===== src/rtl/rc_blkxfer_pkg.sv =====
package rc_blkxfer_pkg;
    typedef enum logic [1:0] {
        ST_IDLE   = 2'd0,
        ST_ACCESS = 2'd1,
        ST_DMA    = 2'd2
    } agen_state_e;
endpackage


===== src/rtl/rc_blkxfer_counter.sv =====
module rc_blkxfer_counter #(
    parameter int ADDR_W = 11
) (
    input  logic              clk,
    input  logic              rst_n,
    input  logic              load,
    input  logic              inc,
    input  logic [ADDR_W:0]   load_val,
    output logic [ADDR_W:0]   q
);
    localparam logic [ADDR_W:0] RESET_VAL = {1'b1, {ADDR_W{1'b0}}};
    localparam logic [ADDR_W:0] ONE       = {{ADDR_W{1'b0}}, 1'b1};

    always_ff @(posedge clk) begin
        if (!rst_n)
            q <= RESET_VAL;
        else if (load)
            q <= load_val;
        else if (inc)
            q <= q + ONE;
    end
endmodule


===== src/rtl/rc_blkxfer_fsm.sv =====
module rc_blkxfer_fsm
    import rc_blkxfer_pkg::*;
(
    input  logic        clk,
    input  logic        rst_n,
    input  logic        board_sel,
    input  logic        bus_strobe,
    input  logic        arm_match,
    input  logic        last_word,
    output agen_state_e state,
    output logic        load,
    output logic        inc,
    output logic        oe_n,
    output logic        port_en
);
    agen_state_e state_d;

    always_comb begin
        state_d = state;
        unique case (state)
            ST_IDLE:   if (board_sel) state_d = ST_ACCESS;
            ST_ACCESS: begin
                if (bus_strobe && arm_match) state_d = ST_DMA;
                else if (!board_sel)         state_d = ST_IDLE;
            end
            ST_DMA:    if (last_word) state_d = ST_IDLE;
            default:   state_d = ST_IDLE;
        endcase
    end

    always_ff @(posedge clk) begin
        if (!rst_n) state <= ST_IDLE;
        else        state <= state_d;
    end

    always_comb begin
        load    = 1'b0;
        inc     = 1'b0;
        oe_n    = 1'b1;
        port_en = 1'b0;
        unique case (state)
            ST_IDLE: ;
            ST_ACCESS: begin
                oe_n    = 1'b0;
                port_en = bus_strobe;
                load    = bus_strobe && arm_match;
            end
            ST_DMA: begin
                oe_n    = 1'b0;
                port_en = 1'b1;
                inc     = 1'b1;
            end
            default: ;
        endcase
    end
endmodule


===== src/rtl/rc_blkxfer_local.sv =====
module rc_blkxfer_local #(
    parameter int ADDR_W = 11,
    parameter int DATA_W = 32
) (
    input  logic              busy,
    input  logic              we_in,
    input  logic [ADDR_W-1:0] addr_in,
    input  logic [DATA_W-1:0] wdata_in,
    output logic              we_out,
    output logic [ADDR_W-1:0] addr_out,
    output logic [DATA_W-1:0] wdata_out
);
    assign we_out    = we_in & ~busy;
    assign addr_out  = addr_in;
    assign wdata_out = wdata_in;
endmodule


===== src/rtl/rc_blkxfer_agen.sv =====
module rc_blkxfer_agen
    import rc_blkxfer_pkg::*;
#(
    parameter int ADDR_W    = 11,
    parameter int DATA_W    = 32,
    parameter int CTRL_POS  = 18,
    parameter int START_LOC = 0
) (
    input  logic              clk,
    input  logic              rst_n,
    input  logic              board_sel,
    input  logic              bus_strobe,
    input  logic [ADDR_W-1:0] bus_addr,
    input  logic [DATA_W-1:0] bus_data,
    input  logic              loc_we,
    input  logic [ADDR_W-1:0] loc_addr,
    input  logic [DATA_W-1:0] loc_wdata,
    output logic [ADDR_W-1:0] port_addr,
    output logic              port_en,
    output logic              dma_req_n,
    output logic              xcvr_oe_n,
    output logic              loc_ram_we,
    output logic [ADDR_W-1:0] loc_ram_addr,
    output logic [DATA_W-1:0] loc_ram_wdata
);
    localparam logic [ADDR_W-1:0] START_A  = ADDR_W'(START_LOC);
    localparam logic [ADDR_W-1:0] TOP_ADDR = {ADDR_W{1'b1}};

    agen_state_e      state;
    logic             load, inc, arm_match, last_word;
    logic [ADDR_W:0]  cnt;

    // Arming read: reserved location, control bit clear on the data lines.
    assign arm_match = (bus_addr == START_A) && !bus_data[CTRL_POS];
    assign last_word = (cnt[ADDR_W-1:0] == TOP_ADDR);

    rc_blkxfer_fsm u_fsm (
        .clk        (clk),
        .rst_n      (rst_n),
        .board_sel  (board_sel),
        .bus_strobe (bus_strobe),
        .arm_match  (arm_match),
        .last_word  (last_word),
        .state      (state),
        .load       (load),
        .inc        (inc),
        .oe_n       (xcvr_oe_n),
        .port_en    (port_en)
    );

    rc_blkxfer_counter #(.ADDR_W(ADDR_W)) u_cnt (
        .clk      (clk),
        .rst_n    (rst_n),
        .load     (load),
        .inc      (inc),
        .load_val ({bus_data[CTRL_POS], bus_data[ADDR_W-1:0]}),
        .q        (cnt)
    );

    // The latched control bit is the request, low while a block runs.
    assign dma_req_n = cnt[ADDR_W];
    assign port_addr = (state == ST_ACCESS) ? bus_addr : cnt[ADDR_W-1:0];

    rc_blkxfer_local #(.ADDR_W(ADDR_W), .DATA_W(DATA_W)) u_loc (
        .busy      (~dma_req_n),
        .we_in     (loc_we),
        .addr_in   (loc_addr),
        .wdata_in  (loc_wdata),
        .we_out    (loc_ram_we),
        .addr_out  (loc_ram_addr),
        .wdata_out (loc_ram_wdata)
    );
endmodule


===== config.mk =====
export PLATFORM = sky130hd
export DESIGN_NAME = rc_blkxfer_agen
export DESIGN_NICKNAME = d
export VERILOG_FILES = /design/src/rtl/rc_blkxfer_pkg.sv /design/src/rtl/rc_blkxfer_counter.sv /design/src/rtl/rc_blkxfer_fsm.sv /design/src/rtl/rc_blkxfer_local.sv /design/src/rtl/rc_blkxfer_agen.sv
export SDC_FILE = /design/constraint.sdc
export NUM_CORES = 1
export LEC_CHECK = 0
export BUFFER_PORTS_ARGS = -buffer_cell sky130_fd_sc_hd__buf_2
export CELL_PAD_IN_SITES_DETAIL_PLACEMENT = 1
export CELL_PAD_IN_SITES_GLOBAL_PLACEMENT = 1
export CORE_ASPECT_RATIO = 0.8
export CORE_MARGIN = 1
export CORE_UTILIZATION = 24
export DETAILED_ROUTE_END_ITERATION = 12
export PLACE_DENSITY_LB_ADDON = 0.1
export SLEW_MARGIN = 30
export SYNTH_ARGS = -nofsm -noshare
export SYNTH_HDL_FRONTEND = slang
export SYNTH_SLANG_ARGS = --single-unit

===== constraint.sdc =====
create_clock -name clk -period 4.55 [get_ports clk]
set_input_delay 0.6825 -clock clk [delete_from_list [all_inputs] [get_ports clk]]
set_output_delay 0.6825 -clock clk [all_outputs]
set_load 0.01 [all_outputs]

### Word level (Yosys, flattened, before mapping)

Cells that the tools add are included.

* register bits: 14
* logic and storage cells: 30

* add/subtract/negate cells: 1
* equal/unequal tests: 6
* mux-type cells: 12
* bitwise logic cells: 1
* reductions and logical operators: 8

Operators with widths (number)
* 12-bit two-way mux: 2
* 12-bit by 1-bit adder with 12-bit output, second input constant: 1
* 11-bit == test, second input constant: 1
* 11-bit zero test: 1
* 11-bit two-way mux: 1
* 2-bit two-way mux: 4
* 2-bit case mux with 3 select lines: 1
* 2-bit inequality test, second input constant: 2
* 1-bit two-way mux: 3
* 3-bit by 2-bit inequality test with 1-bit output, second input constant: 1
* 3-bit AND reduction: 1
* 2-bit by 1-bit == test with 1-bit output, second input constant: 1
* 2-bit == test, second input constant: 1
* 1-bit logical AND: 2
* 2-bit zero test: 1
* 1-bit case mux with 2 select lines: 1
* 2-bit nonzero test: 1
* 2-bit OR reduction: 1
* 1-bit AND: 1
* 1-bit zero test: 1

### Longest topological paths before layout

* depth after elaboration: 5
* gate-level depth with buffers: 7
* depth with buffers taken out: 6

### Modules after synthesis

Synthesis repeated with hierarchy kept, for this count alone.

* cell total of the unflattened synthesis: 172
* area total of the unflattened synthesis: 1475.2 µm²

Modules (own cells, without submodules)
* rc_blkxfer_counter: instances 1, seq. area each 240.2 µm², area an instance 690.7 µm², cells each 83
* rc_blkxfer_local: instances 1, seq. area each 0.0 µm², area an instance 336.6 µm², cells each 44
* rc_blkxfer_agen: instances 1, seq. area each 0.0 µm², area an instance 246.5 µm², cells each 22
* rc_blkxfer_fsm: instances 1, seq. area each 40.0 µm², area an instance 201.4 µm², cells each 23

### Least setup slack after synthesis

No wires, ideal clock.

* kind: flip-flop to output port
* start point: register u_fsm.state[1]
* end point: output port port_addr[4]
* arrival time: 1248 ps
* slack: 2620 ps
* stages on the path, launching flop included: 6
* data required time: 3868 ps
* cell sequence: dfxtp_1 -> inv_1 -> ha_1 -> buf_2 -> buf_2 -> mux2_2

* longest elaborated chain between the ends: 2

Ends and longest elaborated chain
* start: declaration: line rc_blkxfer_fsm.sv:10 `output agen_state_e state,`
* start signal: assignment: line rc_blkxfer_fsm.sv:33 `else state <= state_d;`
* 2-bit by 1-bit == test with 1-bit output: line rc_blkxfer_agen.sv:62 `assign port_addr = (state == ST_ACCESS) ? bus_addr : cnt[ADDR_W-1:0];`
* 11-bit two-way mux: line rc_blkxfer_agen.sv:62
* end: declaration: line rc_blkxfer_agen.sv:18 `output logic [ADDR_W-1:0] port_addr,`

Every way passes these cells.

### Worst setup path after layout

* start point: register u_fsm.state[1]
* end point: output port port_addr[1]

Same word-level chain as after synthesis.

==> flow_summary.ini <==
[floorplanning]
fp.dieW_microns = 86.3
die-area_sq_um = 5990
die_h_microns = 69.4
coreArea_sq_um = 5470
num_rows = 24
initial_core_util = 0.250
ios = 149

[synthesis]
yosysSeqAreaShare = 0.206
postSynthCellCount = 161
synth_top_area_share = 0.242
synth_fp_nets = 256
synth_area_leaders = buf_4 24%, dfxtp_1 21%, mux2_2 7.4%
synth_area_sq_um = 1360
yosysWarnings = 0
yosysTopAreaCell = buf_4
synth_seq_cells = 14
syn_avg_cell_area_sq_um = 8.47
ys_types = 33

[critical_path]
critical-path-slowest-cell = ha_1
critPathTopFamily = adder cells
end_kind = output port
cp-start-kind = register
crit_type = reg -> out
crit_fanout = 18
cp_num_buf_inv = 2
crit_required_ns = 3.87
crit_chain = inv_1, ha_1, mux2_2, buf_2
arrival_ns = 1.81
cpPeakStageDelay_ns = 0.60

[timing]
slew_viol_final = 0
tns_ns = 0
fmax_mhz = 402
skew_ns = 0.00901
hold_viol = 0
slew_headroom = 0.535
worst_pin_slew_ns = 0.697
rsz0062_at_grt = false
fin_crit_sh = 0.547
finalSetupViolCount = 0
period_minus_slack_ns = 2.49

[clock_tree]
cts_tree = built
clk_latency_ns = 0.25
cts-resized-gates = 0
numCtsBuffers = 3
clk_pin_slew_ns = 0.07
htreeDepth = 1
clockBufferDepth = 2
clockRootBuffer = clkbuf_8
cts_sinks = 14
postCtsHoldBufs = 0
cts_setup_buffers = 0

[drt]
drc_errors = 0
via_per_inst = 4.43
drtAntennaViolNets = 0
wl_per_cell_microns = 15.5
routed_wirelength_microns = 3650
dr.pass1.iters = 4
drtIter0Drc = 19
via_count = 1040

[pwr]
irDropWorstVdd_mv = 0.109
pwr_density_cell_nw_per_um2 = 254
power.total_uw = 346
power_leakage_uw = 0.000505

[flow_run]
cap_violations = 0

[placed_design]
hpwl_microns = 2840
portBuffers = 42
place.gp.congestion = 0.675
place_area_sq_um = 1310

[hold_path]
min_path_type = reg -> reg

[global_route]
grt_util_met3 = 0.0393
globalRouteOverflowTotal = 0
grt_util_all_layers = 0.123
grt_max_degree = 19
antenna_found_initial = 0
busiest_layer = met2
use_met1 = 0.149
grt_pass1_vias = 1152
grt_pass1_wl_microns = 5730
grt_util_met2 = 0.198

[final_layout]
final_cell_mix = 42 x buf_2, 14 x dfxtp_1, 11 x nor3_1
areaGrowthSynthToFinish_pct = -0.0915
drive_gt1_frac = 0.420
final_common_cell = buf_2
final_cell_area_sq_um = 1360
diodes = 0
layout.nets = 253

[run_status]
status = completed
cells in the mapped netlist, drive strengths merged:
master,instances
buf,49
dfxtp,14
nor3,11
nand2,10
mux2,9
a21oi,7
xnor2,7
a211oi,6
inv,6
nand4,5
o31ai,5
ha,4
nand3,4
xor2,4
mux2i,3
nor2,3
nor4,3
o21ai,3
a21o,1
and2,1
and4,1
clkbuf,1
clkinv,1
nor2b,1
nor4b,1
o211ai,1
final timing paths:
| check | to | slack, ns | cells past startpoint | start |
|---|---|---|---|---|
| max reg2reg | u_cnt.q[8] | 2.41 | 5 | u_fsm.state[1] |
| max | port_addr[1] | 2.06 | 4 | u_fsm.state[1] |
| min | u_fsm.state[0] | 0.49 | 2 | u_fsm.state[0] |
| min reg2reg | u_fsm.state[0] | 0.49 | 2 | u_fsm.state[0] |
metal layers:
layer | vias up | share of wire
met3 | 26 | 0.070
met1 | 461 | 0.45
met2 | 52 | 0.45
li1 | 501 | -
met5 | - | 0
met4 | 0 | 0.030
state kept, by name (all words and copies together), names as in the netlist:
name	count
u_cnt.q	12
u_fsm.state	2
where the power goes:
group          total (uW)  switching, uW  internal, uW
Sequential            126           1.36           124
Clock                 127           50.7          76.8
Combinational        92.7           51.4          41.3
tightest hold or removal path, delay by kind of cell (launching register included):
family,cells,cell delay (ns)
mux,1,0.06
flops,1,0.33
simple gates,1,0.06
final cells by class:
type                            count  area, sq um
Fill cell                         675         4100
Multi-Input combinational cell     90          693
Sequential cell                    14          280
Timing Repair Buffer               42          210
Tap cell                           78         97.6
Clock buffer                        4         55.1
Inverter                            7         26.3
cell families (layout without fill, tap and decap cells):
group | Yosys count | after routing | share of synthesized area
compound gates | 23 | 23 | 0.123
xor+xnor | 11 | 11 | 0.0706
fa+ha+maj | 4 | 4 | 0.0367
buf+inv | 57 | 53 | 0.286
flops | 14 | 14 | 0.206
mux | 12 | 12 | 0.0963
simple gates | 40 | 40 | 0.182
per-stage QoR:
| stage | utilization | cells | hold slack (ns) | setup WS (ns) |
|---|---|---|---|---|
| 2_1_floorplan | - | 161 | 0.455 | 2.62 |
| 3_3_place_gp | 0.239 | 231 | 0.472 | 2.21 |
| 3_5_place_dp | 0.239 | 231 | 0.480 | 2.22 |
| 4_1_cts | 0.249 | 235 | 0.491 | 2.01 |
| 5_1_grt | 0.249 | 235 | 0.517 | 1.89 |
| 6_report | 0.249 | 235 | 0.487 | 2.06 |
(Power assumes the default switching activity.)
